## src/rtl/flash_cmd_decoder.sv

```systemverilog
module flash_cmd_decoder #(
  parameter int ADDR_W = 20,
  parameter int BLK_W = 7,
  parameter int WIN_CYC = 16,
  parameter logic [15:0] DEV_CODE = 16'h00A5,
  parameter logic [15:0] MFR_CODE = 16'h0020
) (
  input  logic                  clk,
  input  logic                  rst_n,
  input  logic                  wr_en,
  input  logic [ADDR_W-1:0]     wr_addr,
  input  logic [15:0]           wr_data,
  input  logic                  byte_mode,
  input  logic [ADDR_W-1:0]     rd_addr,
  output logic [15:0]           id_data,
  input  logic [(1<<BLK_W)-1:0] protect_mask,
  input  logic                  ctl_done,
  input  logic                  ctl_error,
  output logic [2:0]            mode,
  output logic                  start_program,
  output logic                  start_erase,
  output logic                  erase_suspend,
  output logic                  erase_resume,
  output logic [ADDR_W-1:0]     op_addr,
  output logic [15:0]           op_data,
  output logic [(1<<BLK_W)-1:0] erase_mask
);
  localparam int NBLK = 1 << BLK_W;
  localparam int TW = $clog2(WIN_CYC + 1);

  typedef enum logic [2:0] {S_READ, S_ASEL, S_ERR, S_PGM, S_WIN, S_ERASE, S_SUSP} st_t;
  typedef enum logic [2:0] {Q_IDLE, Q_U1, Q_U2, Q_PGM, Q_E1, Q_E2, Q_E3} seq_t;

  st_t st;
  seq_t seq;
  logic [TW-1:0] tmr;

  wire [7:0] cd = wr_data[7:0];
  wire [11:0] key = byte_mode ? wr_addr[11:0] : {1'b0, wr_addr[10:0]};
  wire at_u1 = key == (byte_mode ? 12'hAAA : 12'h555);
  wire at_u2 = key == (byte_mode ? 12'h555 : 12'h2AA);
  wire [BLK_W-1:0] wr_blk = byte_mode ? wr_addr[13 +: BLK_W] : wr_addr[12 +: BLK_W];
  wire [NBLK-1:0] blk_bit = {{(NBLK-1){1'b0}}, 1'b1} << wr_blk;
  wire wr_prot = protect_mask[wr_blk];
  wire st_t bad_st = (st == S_ERR && cd != 8'hF0) ? S_ERR : S_READ;

  wire rd_a0 = byte_mode ? rd_addr[1] : rd_addr[0];
  wire rd_a1 = byte_mode ? rd_addr[2] : rd_addr[1];
  wire [BLK_W-1:0] rd_blk = byte_mode ? rd_addr[13 +: BLK_W] : rd_addr[12 +: BLK_W];

  always_comb begin
    case (st)
      S_READ:  mode = 3'd0;
      S_ASEL:  mode = 3'd1;
      S_ERR:   mode = 3'd3;
      S_SUSP:  mode = 3'd4;
      default: mode = 3'd2;
    endcase
  end

  always_comb begin
    id_data = 16'h0000;
    if (st == S_ASEL) begin
      case ({rd_a1, rd_a0})
        2'b00:   id_data = MFR_CODE;
        2'b01:   id_data = DEV_CODE;
        2'b10:   id_data = {15'd0, protect_mask[rd_blk]};
        default: id_data = 16'h0000;
      endcase
    end
  end

  always_ff @(posedge clk) begin
    if (!rst_n) begin
      st <= S_READ;
      seq <= Q_IDLE;
      tmr <= '0;
      start_program <= 1'b0;
      start_erase <= 1'b0;
      erase_suspend <= 1'b0;
      erase_resume <= 1'b0;
      op_addr <= '0;
      op_data <= '0;
      erase_mask <= '0;
    end else begin
      start_program <= 1'b0;
      start_erase <= 1'b0;
      erase_suspend <= 1'b0;
      erase_resume <= 1'b0;
      case (st)
        S_PGM: begin
          if (ctl_done) st <= ctl_error ? S_ERR : S_READ;
        end
        S_ERASE: begin
          if (ctl_done) st <= ctl_error ? S_ERR : S_READ;
          else if (wr_en && cd == 8'hB0) begin
            st <= S_SUSP;
            erase_suspend <= 1'b1;
          end
        end
        S_SUSP: begin
          if (wr_en && cd == 8'h30) begin
            st <= S_ERASE;
            erase_resume <= 1'b1;
          end
        end
        S_WIN: begin
          if (wr_en) begin
            if (cd == 8'h30) begin
              if (!wr_prot) erase_mask <= erase_mask | blk_bit;
              tmr <= '0;
            end else begin
              st <= S_READ;
            end
          end else if (tmr == TW'(WIN_CYC - 1)) begin
            if (|erase_mask) begin
              st <= S_ERASE;
              start_erase <= 1'b1;
            end else begin
              st <= S_READ;
            end
          end else begin
            tmr <= tmr + 1'b1;
          end
        end
        default: begin
          if (wr_en) begin
            seq <= Q_IDLE;
            case (seq)
              Q_IDLE: begin
                if (cd == 8'hAA && at_u1) seq <= Q_U1;
                else st <= bad_st;
              end
              Q_U1: begin
                if (cd == 8'h55 && at_u2) seq <= Q_U2;
                else st <= bad_st;
              end
              Q_U2: begin
                if (st != S_ERR && at_u1 && cd == 8'h90) st <= S_ASEL;
                else if (st != S_ERR && at_u1 && cd == 8'hA0) seq <= Q_PGM;
                else if (st != S_ERR && at_u1 && cd == 8'h80) seq <= Q_E1;
                else st <= bad_st;
              end
              Q_PGM: begin
                if (wr_prot) st <= S_READ;
                else begin
                  st <= S_PGM;
                  start_program <= 1'b1;
                  op_addr <= wr_addr;
                  op_data <= wr_data;
                end
              end
              Q_E1: begin
                if (cd == 8'hAA && at_u1) seq <= Q_E2;
                else st <= bad_st;
              end
              Q_E2: begin
                if (cd == 8'h55 && at_u2) seq <= Q_E3;
                else st <= bad_st;
              end
              Q_E3: begin
                if (cd == 8'h10 && at_u1) begin
                  erase_mask <= ~protect_mask;
                  if (&protect_mask) st <= S_READ;
                  else begin
                    st <= S_ERASE;
                    start_erase <= 1'b1;
                  end
                end else if (cd == 8'h30) begin
                  erase_mask <= wr_prot ? '0 : blk_bit;
                  tmr <= '0;
                  st <= S_WIN;
                end else begin
                  st <= bad_st;
                end
              end
              default: st <= bad_st;
            endcase
          end
        end
      endcase
    end
  end
endmodule


```

## config.mk

```make
export PLATFORM = sky130hd
export DESIGN_NAME = flash_cmd_decoder
export DESIGN_NICKNAME = d
export VERILOG_FILES = /design/src/rtl/flash_cmd_decoder.sv
export SDC_FILE = /design/constraint.sdc
export NUM_CORES = 1
export LEC_CHECK = 0
export BUFFER_PORTS_ARGS = -buffer_cell sky130_fd_sc_hd__buf_2
export CAP_MARGIN = 20
export CORE_MARGIN = 5
export CORE_UTILIZATION = 29
export CTS_CLUSTER_DIAMETER = 200
export DETAILED_ROUTE_END_ITERATION = 7
export PLACE_DENSITY = 0.56
export SETUP_SLACK_MARGIN = 0.1
export SYNTH_ARGS = -nofsm -noshare
export SYNTH_HDL_FRONTEND = slang
export SYNTH_SLANG_ARGS = --single-unit
```

## constraint.sdc

```tcl
create_clock -name clk -period 3.71 [get_ports clk]
set_clock_uncertainty 0.2 [all_clocks]
set_input_delay 0.371 -clock clk [delete_from_list [all_inputs] [get_ports clk]]
set_output_delay 0.371 -clock clk [all_outputs]
set_load 0.01 [all_outputs]
```

=== Word level (Yosys, flattened, before mapping) ===
Index checks and enable logic that the tools add are counted.

* Bits in registers: 179
* Input port bits: 190
* Output and inout bits: 187
* Logic and storage cells: 165

* $add $sub $neg: 1
* Magnitude comparators: 2
* Eq/ne operators: 40
* Shift operators: 1
* Muxes and demuxes: 71
* Bitwise operators: 9
* Reductions and logical operators: 31

{| class="wikitable"
|+ Operators with widths
! operator !! count
|-
| 128-bit 2-to-1 mux || 8
|-
| 128-bit case mux with 2 select lines || 1
|-
| 128-bit NOT || 1
|-
| 128-bit bitwise OR || 1
|-
| 128-bit AND reduction || 1
|-
| 128-bit OR reduction || 1
|-
| 1-bit by 7-bit << shifter with 128-bit output (first input constant) || 1
|-
| 3-bit 2-to-1 mux || 22
|-
| 8-bit == test (second input constant) || 5
|-
| 5-bit 2-to-1 mux || 6
|-
| 3-bit case mux with 5 select lines || 2
|-
| 12-bit 2-to-1 mux || 2
|-
| 3-bit case mux with 4 select lines || 2
|-
| 8-bit case mux with 3 select lines || 1
|-
| 3-bit == test (second input constant) || 6
|-
| 7-bit by 8-bit less-than comparator with 1-bit output (second input constant) || 2
|-
| 1-bit 2-to-1 mux || 15
|-
| 1-bit binary-select mux with 7-bit select || 2
|-
| 7-bit 2-to-1 mux || 2
|-
| 7-bit != test (second input constant) || 2
|-
| 12-bit by 11-bit == test with 1-bit output || 1
|-
| 12-bit == test || 1
|-
| 3-bit by 2-bit == test with 1-bit output (second input constant) || 4
|-
| 6-bit by 2-bit != test with 1-bit output (second input constant) || 2
|-
| 33 further kinds || 64
|}

=== Depth between registers and ports, before layout ===
Gate-level depths: netlist of the first run.

* Depth in word-level cells: 10
* Mapped depth: 15

=== Worst setup path after synthesis of the first run ===
Ideal clock, no wire load.

* Path kind: input-to-output
* Start: input byte_mode
* End: output id_data[0]
* Data arrival time: 3.085 ns
* Required time: 3.139 ns
* Slack: 0.054 ns
* Stages: 12
* Path buffers: 5
* Path through: buf_6 -> buf_2 -> buf_2 -> mux2i_1 -> buf_2 -> buf_2 -> mux2_2 -> o2111ai_1 -> a31oi_1 -> or4_1 -> o2111ai_1 -> nand3b_1

* Longest elaborated chain between the ends: 5

{| class="wikitable"
|+ RTL lines
! item !! line !! RTL
|-
| start: declaration || 13 || <nowiki>input logic byte_mode,</nowiki>
|-
| 7-bit 2-to-1 mux || 49 || <nowiki>wire [BLK_W-1:0] rd_blk = byte_mode ? rd_addr[13 +: BLK_W] : rd_addr[12 +: BLK_W];</nowiki>
|-
| 1-bit binary-select mux with 7-bit select || 67 || <nowiki>2'b10: id_data = {15'd0, protect_mask[rd_blk]};</nowiki>
|-
| 1-bit 2-to-1 mux (implied by the code) || 67 ||
|-
| 8-bit case mux with 3 select lines * || 64 || <nowiki>case ({rd_a1, rd_a0})</nowiki>
|-
| 8-bit 2-to-1 mux * || 63 || <nowiki>if (st == S_ASEL) begin</nowiki>
|-
| end: declaration || 15 || <nowiki>output logic [15:0] id_data,</nowiki>
|}

Every way passes the cells marked *; elsewhere a longest branch is shown, timed or not. The select of a mux whose other input is x is not followed.

=== Worst setup path in the final report of the first run ===
Ends and elaborated chain as after synthesis.

==> results.sh, run 1 <==
export IMPL_drt_antenna_violating_nets=0
export IMPL_floorplan_die_height_um=249
export IMPL_synthMostInstantiatedCell="o21ai_0"
export IMPL_detailroute_via_count=21200
export IMPL_timing_worst_setup_path_type="primary input to primary output"
export IMPL_synth_top_cell_area_share=0.216
export IMPL_hold_viol_final=0
export IMPL_insertion_delay_ns=0.50
export IMPL_design_portCount=377
export IMPL_run_status="finished clean"
export IMPL_detailed_place_hpwl_um=71000
export IMPL_grt_use_met3=0.0811
export IMPL_min_period_ns=3.54
export IMPL_post_synth_most_frequent_cells="o21ai_0 (220), nand2_1 (214), o31ai_1 (201), mux2i_1 (200), nor2_1 (191)"
export IMPL_slowest_stage="or4_4"
export IMPL_grt_pass1_wl_um=136000
export IMPL_critical_path_max_stage_delay_ns=0.54
export IMPL_worst_setup_path_start_kind="primary input"
export IMPL_clock_sink_count=179
export IMPL_initial_utilization=0.293
export IMPL_stdcell_area_sq_um=21600
export IMPL_avgSynthCellArea_sq_um=7.54
export IMPL_critPathRequiredTime_ns=3.14
export IMPL_numPortBuffers=355
export IMPL_maxSlewViolCount=0
export IMPL_area_post_placement_sq_um=20300
export IMPL_use_met1=0.376
export IMPL_setup_violations_final=0
export IMPL_post_synth_inst_count=2203
export IMPL_finalNetCount=2806
export IMPL_dp_cells=3311
export IMPL_synth_yosys_seq_area_share=0.216
export IMPL_synth_area_top_cells="dfxtp_1 (22%), mux2i_1 (12%), o31ai_1 (9.1%)"
export IMPL_cts_htree_levels=4
export IMPL_post_synth_top_area_cell="dfxtp_1"
export IMPL_routed_wirelength_um=94000
export IMPL_drt_pass1_iter_count=7
export IMPL_crit_chain="buf_12, buf_8, mux2i_4, buf_6, mux4_2, mux2_4, nand3_1, nand3_1, or4_4, o2111ai_2, nand3b_1, buf_2"
export IMPL_timing_hold_ws_ns=0.0578
export IMPL_hold_path_class="primary input to flop"
export IMPL_cp_data_arrival_time_ns=2.97
export IMPL_vias_per_cell=6.27
export IMPL_grt_busiest_layer="met2"
export IMPL_max_clock_freq_mhz=283
export IMPL_gpl_final_weighted_congestion=1.02
export IMPL_design_core_area_sq_um=56600
export IMPL_tritoncts="yes"
export IMPL_layout_cells_sized_above_1=0.279
export IMPL_yosys_warnings=0
export IMPL_fin_crit_sh=0.954
export IMPL_rsz0062_at_grt="no"
export IMPL_post_synth_num_cell_types=72
export IMPL_synth_ff_latch_count=179
export IMPL_antenna_found_initial=2
export IMPL_cts_made_buffers=17
export IMPL_timing_max_slew_rel_slack=0.348
export IMPL_route_detailed_drc=0
export IMPL_gr_usage_met2=0.429
export IMPL_ctsRootBufferMaster="clkbuf_16"
export IMPL_ys_async_sr_fraction=0
export IMPL_pin_count_of_the_biggest_net_entering_global_routing=148
export IMPL_worst_ir_drop_vdd_mv=0.346
export IMPL_clk_path_buf_depth=2
export IMPL_fin_cells=3384
export IMPL_synthesis_area_sq_um=16600
export IMPL_drv_cap=0
export IMPL_grt_total_usage=0.284
export IMPL_synth_edf_count=0
export IMPL_synthToLayoutAreaGrowth_pct=29.9
export IMPL_detail_route_wl_per_cell_um=27.8
export IMPL_design_die_area_sq_um=62100
export IMPL_worst_pin_slew_ns=0.978
export IMPL_pwr_density_cell_nw_per_um2=270
export IMPL_placementRows=87
export IMPL_synth_top_flop_cell="dfxtp_1"
export IMPL_critical_path_peak_fanout=5
export IMPL_grt_overflow_total=0
export IMPL_register_clock_pin_slew_on_the_reported_worst_setup_and_hold_paths_ns=0.07
export IMPL_cell_repeated_most_along_the_worst_path="nand3_1"
export IMPL_drtIter0Drc=2537
export IMPL_die_width_um=249
export IMPL_first_global_vias=20100
export IMPL_lkg_pwr_nw=8.53
export IMPL_kind_of_end_point_of_the_critical_path="primary output"
-- stage by stage --
step	utilization	setup TNS [ns]	setup slack [ns]	total power, mW
floorplan	-	0	0.127	2.83
global placement	0.359	-10.49	-0.222	3.66
detailed placement	0.359	-14.40	-0.232	3.67
CTS	0.377	0	0.101	5.75
global route	0.381	0	0.0939	5.98
finish	0.381	0	0.172	5.83
-- area by class of cell --
class                   instances  area, sq um
fillers                      5913        35000
multi-input cells            1762        12000
repair buffers                640         4400
flip-flops and latches        179         3580
well taps                     756          946
clock buffers                  17          425
clock inverters                15          193
inverters                      14         52.6
diodes                          1         2.50
-- placed cells by master, fill, tap and decap left out, types with 6 or more instances in the layout --
master,n
a2111oi_0,67
a211oi_1,21
a21oi_1,67
a221oi_1,7
a22oi_1,14
a31oi_1,37
and2_1,77
and3_1,10
buf_12,25
buf_2,352
buf_4,223
clkbuf_16,19
conb_1,12
dfxtp_1,179
dlygate4sd3_1,31
inv_1,13
inv_6,6
mux2_2,24
mux2i_1,187
mux2i_2,6
mux2i_4,7
mux4_2,23
nand2_1,214
nand2b_1,16
nand3_1,12
nand4_1,45
nor2_1,190
nor2b_1,19
nor3_1,14
nor3b_1,17
nor4_1,46
o2111ai_1,6
o211ai_1,11
o21ai_0,219
o221a_2,6
o221ai_1,7
o22ai_1,19
o311ai_0,72
o31ai_1,201
or2_2,6
-- logic make-up (layout without fill, tap and decap cells) --
family | Yosys count | after routing | share of synthesized area
other cells | 1 | 13 | 0.000226
flops | 179 | 179 | 0.216
mux | 248 | 248 | 0.169
compound gates | 804 | 804 | 0.333
simple gates | 695 | 695 | 0.203
xor+xnor | 1 | 1 | 0.000528
fa+ha+maj | 2 | 2 | 0.00151
buf+inv | 273 | 686 | 0.0772
-- critical path: cells and delay by family --
family                 cells  cell delay [ns]
AO/OA/AOI/OAI              1             0.18
buffers and inverters      4             0.51
multiplexers               3             1.09
AND/OR/NAND/NOR            4             0.80
-- metal layers --
layer,routed length [um],up-vias
met5,0,-
met4,4650,0
met3,9590,250
met2,40800,1400
met1,39000,10200
li1,-,9340
-- flip-flops by register name, indices dropped and copies added (netlist names) --
signal,cells
start_program,1
op_addr,20
erase_mask,128
erase_resume,1
seq,3
tmr,5
st,3
erase_suspend,1
start_erase,1
op_data,16
-- worst paths after layout --
path	start	to	slack, ns	depth (start not counted)
worst max-delay path	byte_mode	id_data[0]	0.17	12
worst min-delay path	wr_addr[18]	op_addr[18]$_SDFFE_PN0P_	0.06	3
worst max register to register	st[2]$_SDFFE_PN0P_	erase_mask[92]$_SDFFE_PN0P_	0.52	8
worst min register to register	op_data[6]$_SDFFE_PN0P_	op_data[6]$_SDFFE_PN0P_	0.26	2
-- where the power goes --
part | internal [mW] | switching [mW]
logic | 0.641 | 1.20
registers | 1.93 | 0.0139
clock network | 1.08 | 0.970
-- what timing repair did --
item,CTS,global route
buffers inserted,1,5
pin swaps,0,8
gates cloned,1,2
resized for setup,5,31
hold endpoints to repair,32,0
setup endpoints to repair,1,1
hold buffers,31,0
(Power assumes the default switching activity.)
==> run 2, diff against run 1 <==
- CORE_UTILIZATION: 29 -> 30
- PLACE_DENSITY: 0.56 -> 0.57
==> results.sh, run 2 (synthesis gave the netlist of run 1 again) <==
export IMPL_layout_cells_sized_above_1=0.249
export IMPL_seq_power_share=0.340
export IMPL_cts_htree_levels=4
export IMPL_power_clock_fraction=0.356
export IMPL_setup_violations_final=0
export IMPL_drt_antenna_violating_nets=0
export IMPL_grt_overflow_total=0
export IMPL_gr_usage_met2=0.449
export IMPL_layout_common_cells="buf_2 (352), o21ai_0 (220), nand2_1 (213), o31ai_1 (201), mux2i_1 (198)"
export IMPL_min_period_ns=3.48
export IMPL_clk_path_buf_depth=2
export IMPL_flip_flop_count_of_the_largest_register_all_copies_and_words_added=128
export IMPL_maxSlewViolCount=0
export IMPL_cp_data_arrival_time_ns=2.91
export IMPL_ctsRootBufferMaster="clkbuf_16"
export IMPL_power_frac_comb=0.304
export IMPL_grt_busiest_layer="met2"
export IMPL_pin_count_of_the_biggest_net_entering_global_routing=268
export IMPL_timing_max_slew_rel_slack=0.207
export IMPL_antenna_found_initial=8
export IMPL_first_global_vias=19300
export IMPL_netSwitchingPower_mw=2.11
export IMPL_hold_viol_final=0
export IMPL_vias_per_cell=6.29
export IMPL_synthToLayoutAreaGrowth_pct=25.0
export IMPL_design_portCount=377
export IMPL_routed_wirelength_um=92400
export IMPL_numPortBuffers=355
export IMPL_p_int_mw=3.59
export IMPL_gpl_final_weighted_congestion=1.01
export IMPL_hold_path_class="primary input to flop"
export IMPL_register_clock_pin_slew_on_the_reported_worst_setup_and_hold_paths_ns=0.08
export IMPL_route_detailed_drc=0
export IMPL_critical_path_peak_fanout=11
export IMPL_pwr_density_cell_nw_per_um2=275
export IMPL_critPathRequiredTime_ns=3.14
export IMPL_fin_crit_sh=0.937
export IMPL_grt_use_met3=0.0767
export IMPL_design_die_area_sq_um=60200
export IMPL_max_clock_freq_mhz=288
export IMPL_pre_cts_slack_ns=-0.0806
export IMPL_mostFrequentLayoutCell="buf_2"
export IMPL_clock_sink_count=179
export IMPL_initial_utilization=0.302
export IMPL_drtIter0Drc=2685
export IMPL_stdcell_area_sq_um=20800
export IMPL_detail_route_wl_per_cell_um=28.0
export IMPL_run_status="finished clean"
export IMPL_detailroute_via_count=20700
export IMPL_worst_ir_drop_vdd_mv=0.376
export IMPL_finalNetCount=2720
export IMPL_swShare=0.370
export IMPL_design_core_area_sq_um=55000
export IMPL_area_post_placement_sq_um=19800
export IMPL_placementRows=86
export IMPL_reg_top3="erase_mask: 128 flops, op_addr: 20 flops, op_data: 16 flops"
export IMPL_cts_made_buffers=17
export IMPL_timing_worst_setup_path_type="primary input to primary output"
export IMPL_grt_pass1_wl_um=134000
export IMPL_drv_cap=0
export IMPL_drt_pass1_iter_count=8
export IMPL_rsz0062_at_grt="no"
export IMPL_tritoncts="yes"
export IMPL_detailed_place_hpwl_um=68900
export IMPL_post_route_worst_setup_slack_ns=0.233
export IMPL_insertion_delay_ns=0.50
export IMPL_timing_hold_ws_ns=0.0455
export IMPL_die_width_um=245
export IMPL_kind_of_end_point_of_the_critical_path="primary output"
export IMPL_worst_pin_slew_ns=1.19
export IMPL_lkg_pwr_nw=8.09
export IMPL_use_met1=0.396
export IMPL_worst_setup_path_start_kind="primary input"
export IMPL_floorplan_die_height_um=245
export IMPL_grt_total_usage=0.291
export IMPL_top_register="erase_mask"
[run 2: cell type report]
cell class,count,area [sq um]
fill,5745,34200
tap,748,936
inverter,14,53.8
timing repair buffer,554,3710
sequential,179,3580
clock inverter,11,153
clock buffer,20,457
antenna,5,12.5
multi-input combinational,1762,11900
[run 2: worst paths after layout]
| kind | from | cells after the start | to | slack [ns] |
|---|---|---|---|---|
| hold reg to reg | op_data[14]$_SDFFE_PN0P_ | 2 | op_data[14]$_SDFFE_PN0P_ | 0.26 |
| hold / removal | wr_en | 3 | erase_resume$_SDFF_PN0_ | 0.05 |
| setup reg to reg | erase_mask[52]$_SDFFE_PN0P_ | 7 | st[0]$_SDFFE_PN0P_ | 0.72 |
| setup / recovery | byte_mode | 11 | id_data[0] | 0.23 |
[run 2: metrics by stage]
step	util	TNS, ns	cells	total power, mW
floorplan	-	0	2214	2.83
detailed placement	0.360	-1.73	3226	3.62
finish	0.378	0	3293	5.70
global placement	0.360	-2.85	3226	3.61
global route	0.377	0	3291	5.85
CTS	0.377	0	3288	5.65
[run 2: power by group through the flow]
stage               Combinational (mW)  Clock (mW)  Sequential [mW]
CTS                               1.66        2.05             1.94
global route                      1.79        2.12             1.94
detailed placement                1.63           0             1.98
floorplan                        0.854           0             1.98
global placement                  1.62           0             1.98
finish                            1.73        2.03             1.94
[run 2: critical path, cell delays in order]
cell,delay [ns]
buf_4,0.20
mux2i_4,0.30
buf_4,0.17
mux4_2,0.50
mux2_2,0.29
nand3_1,0.09
nand3_1,0.08
or4_1,0.45
o2111ai_1,0.21
nand3b_1,0.10
buf_2,0.15
[run 2: timing repair]
item                                    CTS  global route
resized for setup                         0             5
buffers inserted                          1             0
endpoints found under the hold margin    30             0
hold buffers                             30             0
endpoints found under the setup margin    1             1
[run 2: layer usage]
layer / wire [um] / share of wire
met1: 39300 / 0.43
met2: 40700 / 0.44
met3: 9230 / 0.10
met4: 3070 / 0.033
met5: 64 / 0.00069
